<file path="src/rtl/bdm_pkg.sv">
package bdm_pkg;
  localparam logic [1:0] BURST_INCR = 2'b01;
  localparam logic [1:0] RESP_OKAY  = 2'b00;

  typedef enum logic [1:0] {WR_IDLE, WR_ADDR, WR_DATA, WR_RESP} wr_state_e;
  typedef enum logic [1:0] {RD_IDLE, RD_ADDR, RD_DATA} rd_state_e;
endpackage

</file>
<file path="src/rtl/bdm_wr_engine.sv">
module bdm_wr_engine
  import bdm_pkg::*;
#(
  parameter int ADDR_W = 32,
  parameter int DATA_W = 64,
  parameter int LEN_W  = 8
) (
  input  logic              clk,
  input  logic              rst,
  input  logic [ADDR_W-1:0] cmd_addr,
  input  logic [LEN_W-1:0]  cmd_len,
  input  logic              cmd_valid,
  output logic              cmd_ready,
  input  logic [DATA_W-1:0] in_data,
  input  logic              in_valid,
  output logic              in_ready,
  output logic [ADDR_W-1:0] awaddr,
  output logic [LEN_W-1:0]  awlen,
  output logic              awvalid,
  input  logic              awready,
  output logic [DATA_W-1:0] wdata,
  output logic              wlast,
  output logic              wvalid,
  input  logic              wready,
  input  logic [1:0]        bresp,
  input  logic              bvalid,
  output logic              bready,
  output logic              err
);
  wr_state_e         st;
  logic [ADDR_W-1:0] addr_q;
  logic [LEN_W-1:0]  len_q;
  logic [LEN_W-1:0]  beat_q;
  logic              err_q;

  always_ff @(posedge clk) begin
    if (rst) begin
      st     <= WR_IDLE;
      addr_q <= '0;
      len_q  <= '0;
      beat_q <= '0;
      err_q  <= 1'b0;
    end else begin
      case (st)
        WR_IDLE: if (cmd_valid) begin
          addr_q <= cmd_addr;
          len_q  <= cmd_len;
          st     <= WR_ADDR;
        end
        WR_ADDR: if (awready) begin
          beat_q <= '0;
          st     <= WR_DATA;
        end
        WR_DATA: if (in_valid && wready) begin
          if (beat_q == len_q) st <= WR_RESP;
          else                 beat_q <= beat_q + 1'b1;
        end
        WR_RESP: if (bvalid) begin
          if (bresp != RESP_OKAY) err_q <= 1'b1;
          st <= WR_IDLE;
        end
      endcase
    end
  end

  assign cmd_ready = (st == WR_IDLE);
  assign awvalid   = (st == WR_ADDR);
  assign awaddr    = addr_q;
  assign awlen     = len_q;
  assign wvalid    = (st == WR_DATA) && in_valid;
  assign in_ready  = (st == WR_DATA) && wready;
  assign wdata     = in_data;
  assign wlast     = (st == WR_DATA) && (beat_q == len_q);
  assign bready    = (st == WR_RESP);
  assign err       = err_q;


  aw_hold_chk: assert property (@(posedge clk) disable iff (rst)
    awvalid && !awready |=> awvalid && $stable(awaddr) && $stable(awlen));

  wcmd_busy_chk: assert property (@(posedge clk) disable iff (rst)
    cmd_valid && cmd_ready |=> !cmd_ready && awvalid);

  wlast_end_chk: assert property (@(posedge clk) disable iff (rst)
    wvalid && wready && wlast |=> !wvalid && bready);

  wdone_chk: assert property (@(posedge clk) disable iff (rst)
    bvalid && bready |=> cmd_ready && !bready);
endmodule

</file>
<file path="src/rtl/bdm_rd_engine.sv">
module bdm_rd_engine
  import bdm_pkg::*;
#(
  parameter int ADDR_W = 32,
  parameter int DATA_W = 64,
  parameter int LEN_W  = 8
) (
  input  logic              clk,
  input  logic              rst,
  input  logic [ADDR_W-1:0] cmd_addr,
  input  logic [LEN_W-1:0]  cmd_len,
  input  logic              cmd_valid,
  output logic              cmd_ready,
  output logic [DATA_W-1:0] out_data,
  output logic              out_valid,
  input  logic              out_ready,
  output logic [ADDR_W-1:0] araddr,
  output logic [LEN_W-1:0]  arlen,
  output logic              arvalid,
  input  logic              arready,
  input  logic [DATA_W-1:0] rdata,
  input  logic [1:0]        rresp,
  input  logic              rlast,
  input  logic              rvalid,
  output logic              rready,
  output logic              err
);
  rd_state_e         st;
  logic [ADDR_W-1:0] addr_q;
  logic [LEN_W-1:0]  len_q;
  logic              err_q;

  always_ff @(posedge clk) begin
    if (rst) begin
      st     <= RD_IDLE;
      addr_q <= '0;
      len_q  <= '0;
      err_q  <= 1'b0;
    end else begin
      case (st)
        RD_IDLE: if (cmd_valid) begin
          addr_q <= cmd_addr;
          len_q  <= cmd_len;
          st     <= RD_ADDR;
        end
        RD_ADDR: if (arready) st <= RD_DATA;
        RD_DATA: if (rvalid && out_ready) begin
          if (rresp != RESP_OKAY) err_q <= 1'b1;
          if (rlast) st <= RD_IDLE;
        end
        default: st <= RD_IDLE;
      endcase
    end
  end

  assign cmd_ready = (st == RD_IDLE);
  assign arvalid   = (st == RD_ADDR);
  assign araddr    = addr_q;
  assign arlen     = len_q;
  assign rready    = (st == RD_DATA) && out_ready;
  assign out_valid = (st == RD_DATA) && rvalid;
  assign out_data  = rdata;
  assign err       = err_q;


  ar_hold_chk: assert property (@(posedge clk) disable iff (rst)
    arvalid && !arready |=> arvalid && $stable(araddr) && $stable(arlen));

  rdone_chk: assert property (@(posedge clk) disable iff (rst)
    rvalid && rready && rlast |=> cmd_ready && !rready);

  rstall_chk: assert property (@(posedge clk) disable iff (rst)
    out_valid && !out_ready |-> !rready);
endmodule

</file>
<file path="src/rtl/burst_dma_master.sv">
module burst_dma_master
  import bdm_pkg::*;
#(
  parameter int ADDR_W = 32,
  parameter int DATA_W = 64,
  parameter int LEN_W  = 8
) (
  input  logic              clk,
  input  logic              rst,
  input  logic [ADDR_W-1:0] wcmd_addr,
  input  logic [LEN_W-1:0]  wcmd_len,
  input  logic              wcmd_valid,
  output logic              wcmd_ready,
  input  logic [DATA_W-1:0] wstrm_data,
  input  logic              wstrm_valid,
  output logic              wstrm_ready,
  input  logic [ADDR_W-1:0] rcmd_addr,
  input  logic [LEN_W-1:0]  rcmd_len,
  input  logic              rcmd_valid,
  output logic              rcmd_ready,
  output logic [DATA_W-1:0] rstrm_data,
  output logic              rstrm_valid,
  input  logic              rstrm_ready,
  output logic              bus_err,
  output logic              mem_awid,
  output logic [ADDR_W-1:0] mem_awaddr,
  output logic [LEN_W-1:0]  mem_awlen,
  output logic [2:0]        mem_awsize,
  output logic [1:0]        mem_awburst,
  output logic              mem_awlock,
  output logic [3:0]        mem_awcache,
  output logic [2:0]        mem_awprot,
  output logic [3:0]        mem_awqos,
  output logic [3:0]        mem_awregion,
  output logic              mem_awuser,
  output logic              mem_awvalid,
  input  logic              mem_awready,
  output logic [DATA_W-1:0] mem_wdata,
  output logic [DATA_W/8-1:0] mem_wstrb,
  output logic              mem_wlast,
  output logic              mem_wuser,
  output logic              mem_wvalid,
  input  logic              mem_wready,
  input  logic [1:0]        mem_bresp,
  input  logic              mem_bvalid,
  output logic              mem_bready,
  output logic              mem_arid,
  output logic [ADDR_W-1:0] mem_araddr,
  output logic [LEN_W-1:0]  mem_arlen,
  output logic [2:0]        mem_arsize,
  output logic [1:0]        mem_arburst,
  output logic              mem_arlock,
  output logic [3:0]        mem_arcache,
  output logic [2:0]        mem_arprot,
  output logic [3:0]        mem_arqos,
  output logic [3:0]        mem_arregion,
  output logic              mem_aruser,
  output logic              mem_arvalid,
  input  logic              mem_arready,
  input  logic [DATA_W-1:0] mem_rdata,
  input  logic [1:0]        mem_rresp,
  input  logic              mem_rlast,
  input  logic              mem_rvalid,
  output logic              mem_rready
);
  localparam int         STRB_W    = DATA_W / 8;
  localparam logic [2:0] BEAT_SIZE = 3'($clog2(STRB_W));
  localparam logic [3:0] CACHE_ATTR = 4'b0011;

  logic wr_err, rd_err;

  bdm_wr_engine #(.ADDR_W(ADDR_W), .DATA_W(DATA_W), .LEN_W(LEN_W)) u_wr (
    .clk(clk), .rst(rst),
    .cmd_addr(wcmd_addr), .cmd_len(wcmd_len), .cmd_valid(wcmd_valid), .cmd_ready(wcmd_ready),
    .in_data(wstrm_data), .in_valid(wstrm_valid), .in_ready(wstrm_ready),
    .awaddr(mem_awaddr), .awlen(mem_awlen), .awvalid(mem_awvalid), .awready(mem_awready),
    .wdata(mem_wdata), .wlast(mem_wlast), .wvalid(mem_wvalid), .wready(mem_wready),
    .bresp(mem_bresp), .bvalid(mem_bvalid), .bready(mem_bready), .err(wr_err)
  );

  bdm_rd_engine #(.ADDR_W(ADDR_W), .DATA_W(DATA_W), .LEN_W(LEN_W)) u_rd (
    .clk(clk), .rst(rst),
    .cmd_addr(rcmd_addr), .cmd_len(rcmd_len), .cmd_valid(rcmd_valid), .cmd_ready(rcmd_ready),
    .out_data(rstrm_data), .out_valid(rstrm_valid), .out_ready(rstrm_ready),
    .araddr(mem_araddr), .arlen(mem_arlen), .arvalid(mem_arvalid), .arready(mem_arready),
    .rdata(mem_rdata), .rresp(mem_rresp), .rlast(mem_rlast), .rvalid(mem_rvalid),
    .rready(mem_rready), .err(rd_err)
  );

  assign mem_awid     = 1'b0;
  assign mem_awsize   = BEAT_SIZE;
  assign mem_awburst  = BURST_INCR;
  assign mem_awlock   = 1'b0;
  assign mem_awcache  = CACHE_ATTR;
  assign mem_awprot   = 3'd0;
  assign mem_awqos    = 4'd0;
  assign mem_awregion = 4'd0;
  assign mem_awuser   = 1'b0;
  assign mem_wstrb    = '1;
  assign mem_wuser    = 1'b0;
  assign mem_arid     = 1'b0;
  assign mem_arsize   = BEAT_SIZE;
  assign mem_arburst  = BURST_INCR;
  assign mem_arlock   = 1'b0;
  assign mem_arcache  = CACHE_ATTR;
  assign mem_arprot   = 3'd0;
  assign mem_arqos    = 4'd0;
  assign mem_arregion = 4'd0;
  assign mem_aruser   = 1'b0;

  assign bus_err = wr_err | rd_err;


  err_sticky_chk: assert property (@(posedge clk) disable iff (rst)
    bus_err |=> bus_err);
endmodule

</file>
<file path="config.mk">
export PLATFORM = sky130hd
export DESIGN_NAME = burst_dma_master
export DESIGN_NICKNAME = d
export VERILOG_FILES = /design/src/rtl/bdm_pkg.sv /design/src/rtl/bdm_wr_engine.sv /design/src/rtl/bdm_rd_engine.sv /design/src/rtl/burst_dma_master.sv
export SDC_FILE = /design/constraint.sdc
export NUM_CORES = 1
export LEC_CHECK = 0
export ABC_CLOCK_PERIOD_IN_PS = 2820
export BUFFER_PORTS_ARGS = -buffer_cell sky130_fd_sc_hd__buf_2
export CORE_AREA = 4 4 192 194
export DETAILED_ROUTE_END_ITERATION = 6
export DIE_AREA = 0 0 196 198
export RECOVER_POWER = 50
export SLEW_MARGIN = 10
export SYNTH_ARGS = -nofsm -noshare
export SYNTH_HDL_FRONTEND = slang
export SYNTH_SLANG_ARGS = --single-unit
</file>
<file path="constraint.sdc">
create_clock -name clk -period 2.82 [get_ports clk]
set_input_delay 0 -clock clk [delete_from_list [all_inputs] [get_ports clk]]
set_output_delay 0 -clock clk [all_outputs]
set_load 0.01 [all_outputs]
</file>
# Yosys cells after proc, flatten, opt, wreduce, memory -nomap -nowiden
# Cells that the tools add are included.
[totals]
regBits = 94
input_bits = 224
[classes]
n_addsub = 1
eq_ne = 16
mux = 15
bitwise = 1
n_reduce_logical = 19
[ops]
columns = ["operator", "count"]
rows = [
  ["8-bit 2-to-1 mux", 3],
  ["2-bit 2-to-1 mux", 9],
  ["8-bit case mux with 2 select lines", 1],
  ["2-bit inequality test, second input constant", 6],
  ["8-bit by 1-bit adder with 8-bit output, second input constant", 1],
  ["8-bit equality test", 1],
  ["2-bit by 1-bit inequality test with 1-bit output, second input constant", 4],
  ["2-bit case mux with 4 select lines", 1],
  ["4-bit AND reduction", 2],
  ["1-bit logical AND", 7],
  ["2-bit equality test, second input constant", 3],
  ["2-bit case mux with 3 select lines", 1],
  ["3-bit AND reduction", 2],
  ["2-bit nonzero test", 3],
  ["5-bit AND reduction", 1],
  ["2-bit by 1-bit equality test with 1-bit output, second input constant", 2],
  ["2-bit zero test", 2],
  ["2-bit AND reduction", 2],
  ["1-bit OR", 1],
]

# Logic depth before layout (Yosys ltp)
[logic_depth]
depth_word = 4
ltp_mapped = 7
mapped_depth_nobuf = 6

# By module
# Synthesis repeated with hierarchy kept, for this count alone.
[hier_totals]
cells_unflattened = 648
area_unflattened_um2 = 5525.3
[modules_own_cells]
columns = ["module", "n_inst", "cells_per_inst", "area_each_um2"]
rows = [
  ["bdm_wr_engine", 1, 335, 2618.8],
  ["bdm_rd_engine", 1, 255, 2479.9],
  ["burst_dma_master", 1, 58, 426.7],
]

# Worst setup path after synthesis
# Ideal clock, no wire load.
[synth_path]
path_type = "register to register"
startpoint = "register u_wr.st[1]"
endpoint = "register u_wr.st[1]"
arrival_ns = 1.594
required_time_ns = 2.690
setup_slack_ns = 1.096
stages_incl_launch_ff = 7
path_buffers = 0
path_cell_list = "dfxtp_1 inv_1 ha_1 nor2b_1 a2111oi_2 mux2i_1 o311ai_1"
[synth_between]
elab_chain_cells = 3
[synth_rtl]
columns = ["item", "line", "source"]
rows = [
  ["start, declared", "bdm_wr_engine.sv:30", "wr_state_e st;"],
  ["start signal, assigned", "bdm_wr_engine.sv:38", "st <= WR_IDLE;"],
  ["start signal, assigned", "bdm_wr_engine.sv:48", "st <= WR_ADDR;"],
  ["start signal, assigned", "bdm_wr_engine.sv:52", "st <= WR_DATA;"],
  ["2-bit by 1-bit equality test with 1-bit output *", "--", ""],
  ["named net mem_awvalid", "burst_dma_master.sv:36", "output logic mem_awvalid,"],
  ["2-bit by 1-bit inequality test with 1-bit output (no line)", "--", ""],
  ["5-bit AND reduction (no line)", "--", ""],
]
# The timed path passes the listed nets; every way through them passes the cells marked *.
# A chain may end at the register's enable or synchronous reset.

# Worst setup path after layout
[layout_path]
startpoint = "register u_wr.st[0]"
endpoint = "register u_wr.beat_q[2]"
[layout_between]
elab_chain_cells = 3
[layout_rtl]
columns = ["item", "line", "source"]
rows = [
  ["2-bit equality test or 2-bit by 1-bit equality test with 1-bit output (tied branches)", "bdm_wr_engine.sv:44", "case (st)"],
  ["2-bit by 1-bit inequality test with 1-bit output (no line) (tied with other cells)", "--", ""],
  ["4-bit AND reduction (no line)", "--", ""],
  ["end signal, assigned", "bdm_wr_engine.sv:56", "else beat_q <= beat_q + 1'b1;"],
  ["end, declared", "bdm_wr_engine.sv:33", "logic [LEN_W-1:0] beat_q;"],
]
# Parallel ways exist; a longest one is shown, timed or not.

==> impl_results.html <==
<table>
<tr><th>Metric</th><th>Value</th></tr>
<tr><th colspan="2">Route</th></tr>
<tr><td>Vias per std cell</td><td>3.53</td></tr>
<tr><td>First-pass iteration count of the detailed router</td><td>4</td></tr>
<tr><td>Number of nets with antenna violations after routing</td><td>0</td></tr>
<tr><td>Iteration-0 DRC count of the detailed router</td><td>110</td></tr>
<tr><td>Detailed-route wire length</td><td>16200 µm</td></tr>
<tr><td>Residual DRC</td><td>0</td></tr>
<tr><td>Via count</td><td>4418</td></tr>
<tr><td>Average wire length per cell after detail routing</td><td>13.0 µm</td></tr>
<tr><th colspan="2">Min path</th></tr>
<tr><td>Worst hold-check path type</td><td>in -&gt; out</td></tr>
<tr><th colspan="2">Timing</th></tr>
<tr><td>Total setup violations reported at the end of the flow</td><td>0</td></tr>
<tr><td>Fin. max-slew vios</td><td>0</td></tr>
<tr><td>Worst slew margin</td><td>46.6%</td></tr>
<tr><td>Unrepaired setup endpoints after global routing</td><td>no</td></tr>
<tr><td>Timing-limited maximum frequency</td><td>495 MHz</td></tr>
<tr><td>Least-Margin Pin Slew</td><td>0.799 ns</td></tr>
<tr><td>Hold slack final</td><td>0.00000392 ns</td></tr>
<tr><td>Shortest period the worst path allows</td><td>2.02 ns</td></tr>
<tr><td>Final clock period utilization by the worst path</td><td>71.7%</td></tr>
<tr><td>Accumulated negative setup slack</td><td>0 ns</td></tr>
<tr><td>Number of hold-slack violations in the final timing report</td><td>0</td></tr>
<tr><td>Least setup slack across all paths after layout</td><td>0.799 ns</td></tr>
<tr><td>Clock tree skew after final layout</td><td>0.0100 ns</td></tr>
<tr><th colspan="2">Power</th></tr>
<tr><td>PD cells</td><td>622 nW/µm²</td></tr>
<tr><td>Leakage power</td><td>2.73 nW</td></tr>
<tr><td>Peak supply drop</td><td>0.434 mV</td></tr>
<tr><th colspan="2">Synthesis</th></tr>
<tr><td>Fraction of post-synthesis cell area in the top cell type by area</td><td>36.7%</td></tr>
<tr><td>Top post-synthesis cells by area</td><td>sky130_fd_sc_hd__dfxtp_1 (37%), sky130_fd_sc_hd__buf_4 (27%), sky130_fd_sc_hd__nand2_1 (13%), sky130_fd_sc_hd__a21oi_1 (8.3%), sky130_fd_sc_hd__ha_1 (1.5%)</td></tr>
<tr><td>Number of synthesized flops with an enable pin</td><td>0</td></tr>
<tr><td>Post-Syn Area</td><td>5130 µm²</td></tr>
<tr><td>Netlist cell types</td><td>42</td></tr>
<tr><td>Async set or reset register ratio after synthesis</td><td>0%</td></tr>
<tr><td>XOR/XNOR share of the synthesized area</td><td>1.37%</td></tr>
<tr><td>Mean area per synthesized cell</td><td>7.80 µm²</td></tr>
<tr><td>Cell type contributing the most total cell area after synthesis</td><td>sky130_fd_sc_hd__dfxtp_1</td></tr>
<tr><td>Synthesized-area fraction occupied by adder cells</td><td>1.46%</td></tr>
<tr><td>Fraction of the yosys area taken by sequential cells</td><td>36.7%</td></tr>
<tr><td>Synthesized-area fraction occupied by and/or/nand/nor cells</td><td>17.1%</td></tr>
<tr><td>Synth Register Bits</td><td>94</td></tr>
<tr><td>Multiplexer share of the synthesized area</td><td>0.610%</td></tr>
<tr><td>Yosys warning total</td><td>0</td></tr>
<tr><td>Post-synthesis compound-gate area fraction</td><td>12.5%</td></tr>
<tr><td>Prevailing post-synth register cell</td><td>sky130_fd_sc_hd__dfxtp_1</td></tr>
<tr><td>Dominant combinational cell family by area after synthesis</td><td>buffers and inverters</td></tr>
<tr><td>Synth Instances</td><td>657</td></tr>
<tr><th colspan="2">Clock network</th></tr>
<tr><td>Buffer levels on the longest clock path</td><td>2</td></tr>
<tr><td>Number of clock sinks</td><td>94</td></tr>
<tr><td>Number of buffers added to fix hold violations after cts</td><td>84</td></tr>
<tr><td>TritonCTS clock tree</td><td>yes</td></tr>
<tr><td>Insertion delay of the later-clocked pin in the worst-skew pair</td><td>0.37 ns</td></tr>
<tr><td>Resized cells post-CTS</td><td>0</td></tr>
<tr><td>CTS root buf</td><td>sky130_fd_sc_hd__clkbuf_16</td></tr>
<tr><td>Number of setup buffers added after CTS</td><td>0</td></tr>
<tr><td>CTS H-Tree Depth</td><td>3</td></tr>
<tr><td>Clock buffers created by TritonCTS</td><td>9</td></tr>
<tr><td>Clock-pin slew reported for the worst setup and hold paths after clock tree synthesis</td><td>0.08 ns</td></tr>
<tr><th colspan="2">Final layout</th></tr>
<tr><td>Post-synthesis to final-layout area growth</td><td>26.4%</td></tr>
<tr><td>Ratio of cells with drive above 1 in the final layout</td><td>23.9%</td></tr>
<tr><td>Number of nets in the final layout</td><td>1012</td></tr>
<tr><td>Finished Cell Area</td><td>6480 µm²</td></tr>
<tr><td>Number of filler cells placed in the layout</td><td>3952</td></tr>
<tr><td>Sequential cell area</td><td>1880 µm²</td></tr>
<tr><td>Final cell count without fillers</td><td>1250</td></tr>
<tr><td>Footprint of the multi-input gates</td><td>1900 µm²</td></tr>
<tr><th colspan="2">Worst setup path</th></tr>
<tr><td>Critical path's slowest cell</td><td>sky130_fd_sc_hd__nor4_1</td></tr>
<tr><td>Critical Path RT</td><td>3.10 ns</td></tr>
<tr><td>Biggest cell delay along the critical path</td><td>0.40 ns</td></tr>
<tr><td>Cell seen most often among critical-path stages</td><td>sky130_fd_sc_hd__inv_1</td></tr>
<tr><td>Ordered cell list for the critical path</td><td>inv_1, ha_1, inv_1, nor4_1, o21ai_1, o32ai_1</td></tr>
<tr><td>Biggest fanout along the worst timing path</td><td>10</td></tr>
<tr><td>Arrival time of data at the critical path endpoint</td><td>2.30 ns</td></tr>
<tr><td>Setup crit end kind</td><td>flop</td></tr>
<tr><td>Worst Path Class, Setup</td><td>reg -&gt; reg</td></tr>
<tr><td>CP startpoint kind</td><td>flop</td></tr>
<tr><th colspan="2">Die</th></tr>
<tr><td>Die boundary width</td><td>196 µm</td></tr>
<tr><td>Count of standard-cell rows</td><td>69</td></tr>
<tr><td>Die area</td><td>38800 µm²</td></tr>
<tr><td>Starting density of the core</td><td>14.6%</td></tr>
<tr><td>Height of the die</td><td>198 µm</td></tr>
<tr><td>Placeable Area</td><td>35200 µm²</td></tr>
<tr><td>Number of top-level pins</td><td>498</td></tr>
<tr><th colspan="2">Outcome</th></tr>
<tr><td>Outcome</td><td>finished, final reports clean</td></tr>
<tr><th colspan="2">Placement</th></tr>
<tr><td>Placed Instances</td><td>1148</td></tr>
<tr><td>Placed wire-length estimate</td><td>12200 µm</td></tr>
<tr><td>Number of input and output port buffers inserted</td><td>186</td></tr>
<tr><td>Post-detailed-placement cell area</td><td>5360 µm²</td></tr>
<tr><td>Worst setup slack before clock tree synthesis</td><td>0.796 ns</td></tr>
<tr><td>Final weighted congestion in routability-driven placement</td><td>0.784</td></tr>
<tr><th colspan="2">GRT</th></tr>
<tr><td>Number of global-route vias before repair</td><td>4261</td></tr>
<tr><td>Maximum number of pins on one net before global-route repair</td><td>48</td></tr>
<tr><td>Global route overflow</td><td>0</td></tr>
<tr><td>All-layer global routing usage</td><td>7.98%</td></tr>
<tr><td>Global-route wire length before repair</td><td>23400 µm</td></tr>
<tr><td>Antenna violations before repair</td><td>2</td></tr>
<tr><th colspan="2">Run</th></tr>
<tr><td>Number of maximum-capacitance violations</td><td>0</td></tr>
</table>
-- cell usage in the layout (no fill, tap or decap), types with 3 or more instances in the layout --
| master | synthesis | final |
|---|---|---|
| sky130_fd_sc_hd__a211oi_1 | 4 | 4 |
| sky130_fd_sc_hd__a21oi_1 | 85 | 85 |
| sky130_fd_sc_hd__and2_1 | 6 | 6 |
| sky130_fd_sc_hd__buf_2 | 5 | 157 |
| sky130_fd_sc_hd__buf_4 | 184 | 6 |
| sky130_fd_sc_hd__clkbuf_1 | 18 | 28 |
| sky130_fd_sc_hd__clkbuf_16 | 0 | 9 |
| sky130_fd_sc_hd__conb_1 | 2 | 55 |
| sky130_fd_sc_hd__dfxtp_1 | 94 | 94 |
| sky130_fd_sc_hd__dlygate4sd3_1 | 0 | 84 |
| sky130_fd_sc_hd__ha_1 | 6 | 6 |
| sky130_fd_sc_hd__inv_1 | 9 | 9 |
| sky130_fd_sc_hd__nand2_1 | 175 | 175 |
| sky130_fd_sc_hd__nand3_1 | 4 | 4 |
| sky130_fd_sc_hd__nand4_1 | 3 | 3 |
| sky130_fd_sc_hd__nor2_1 | 5 | 5 |
| sky130_fd_sc_hd__nor2b_1 | 6 | 6 |
| sky130_fd_sc_hd__o22ai_1 | 5 | 5 |
| sky130_fd_sc_hd__xnor2_1 | 8 | 8 |
-- area by class of cell --
cell class / instances / share of cell area (%)
clock buffer: 9 / 3.47
inverter: 9 / 0.521
sequential: 94 / 29.0
antenna: 2 / 0.0772
timing repair buffer: 275 / 27.4
clock inverter: 7 / 1.25
multi-input combinational: 393 / 29.3
tap: 461 / 8.90
-- path summary, 6_finish.rpt --
path                   start               to  slack [ns]  cells past startpoint
max               u_wr.st[0]   u_wr.beat_q[2]        0.80                      6
min            mem_rdata[26]   rstrm_data[26]    0.000004                      0
max reg2reg       u_wr.st[0]   u_wr.beat_q[2]        0.80                      6
min reg2reg  u_rd.araddr[30]  u_rd.araddr[30]        0.45                      2
-- sequential cells by signal, summed over array words and instances (netlist names) --
name         count
u_wr.awaddr     32
u_rd.arlen       8
u_rd.st          2
u_wr.beat_q      8
u_wr.err         1
u_wr.st          2
u_rd.araddr     32
u_rd.err         1
u_wr.awlen       8
-- layer usage --
metal	track usage (%)	part of all wire, %	routed length, µm
met5	0	0	0
met1	7.10	34	5460
met3	4.05	12	1930
met2	13.7	48	7770
met4	6.39	6.6	1080
-- worst max-delay path: cells and delay by family (launching register included) --
family	cells	cell delay (ns)
AOI/OAI and AO/OA	2	0.56
adders and majority gates	1	0.37
buffers and inverters	2	0.27
DFF	1	0.34
and+or+nand+nor	1	0.40
-- cell families after synthesis --
group	count (synthesis)
fa+ha+maj	6
flops	94
xor+xnor	8
compound gates	109
buf+inv	223
mux	3
simple gates	212
other cells	2
-- report_power, final --
group,switching (mW),internal [mW]
Clock,0.588,0.702
Combinational,0.712,0.456
Sequential,0.0924,1.48
Total,1.39,2.64
-- metrics by stage --
| step | util (%) | power (mW) |
|---|---|---|
| floorplan | - | 2.54 |
| global placement | 15.2 | 2.68 |
| detailed placement | 15.2 | 2.70 |
| CTS | 18.5 | 4.15 |
| global route | 18.4 | 4.31 |
| finish | 18.4 | 4.03 |
-- Yosys cell counts, types with 2 or more instances --
cell	count
sky130_fd_sc_hd__buf_4	184
sky130_fd_sc_hd__nand2_1	175
sky130_fd_sc_hd__dfxtp_1	94
sky130_fd_sc_hd__a21oi_1	85
sky130_fd_sc_hd__clkbuf_1	18
sky130_fd_sc_hd__inv_1	9
sky130_fd_sc_hd__xnor2_1	8
sky130_fd_sc_hd__and2_1	6
sky130_fd_sc_hd__ha_1	6
sky130_fd_sc_hd__nor2b_1	6
sky130_fd_sc_hd__buf_1	5
sky130_fd_sc_hd__buf_2	5
sky130_fd_sc_hd__nor2_1	5
sky130_fd_sc_hd__o22ai_1	5
sky130_fd_sc_hd__a211oi_1	4
sky130_fd_sc_hd__nand3_1	4
sky130_fd_sc_hd__nand4_1	3
sky130_fd_sc_hd__a2111oi_2	2
sky130_fd_sc_hd__and3_1	2
sky130_fd_sc_hd__conb_1	2
sky130_fd_sc_hd__mux2i_1	2
sky130_fd_sc_hd__nand2b_1	2
sky130_fd_sc_hd__nor3_1	2
sky130_fd_sc_hd__nor4_1	2
sky130_fd_sc_hd__o211ai_1	2
sky130_fd_sc_hd__o21ai_1	2
sky130_fd_sc_hd__or3_1	2
Power figures use the tool's default switching activity.
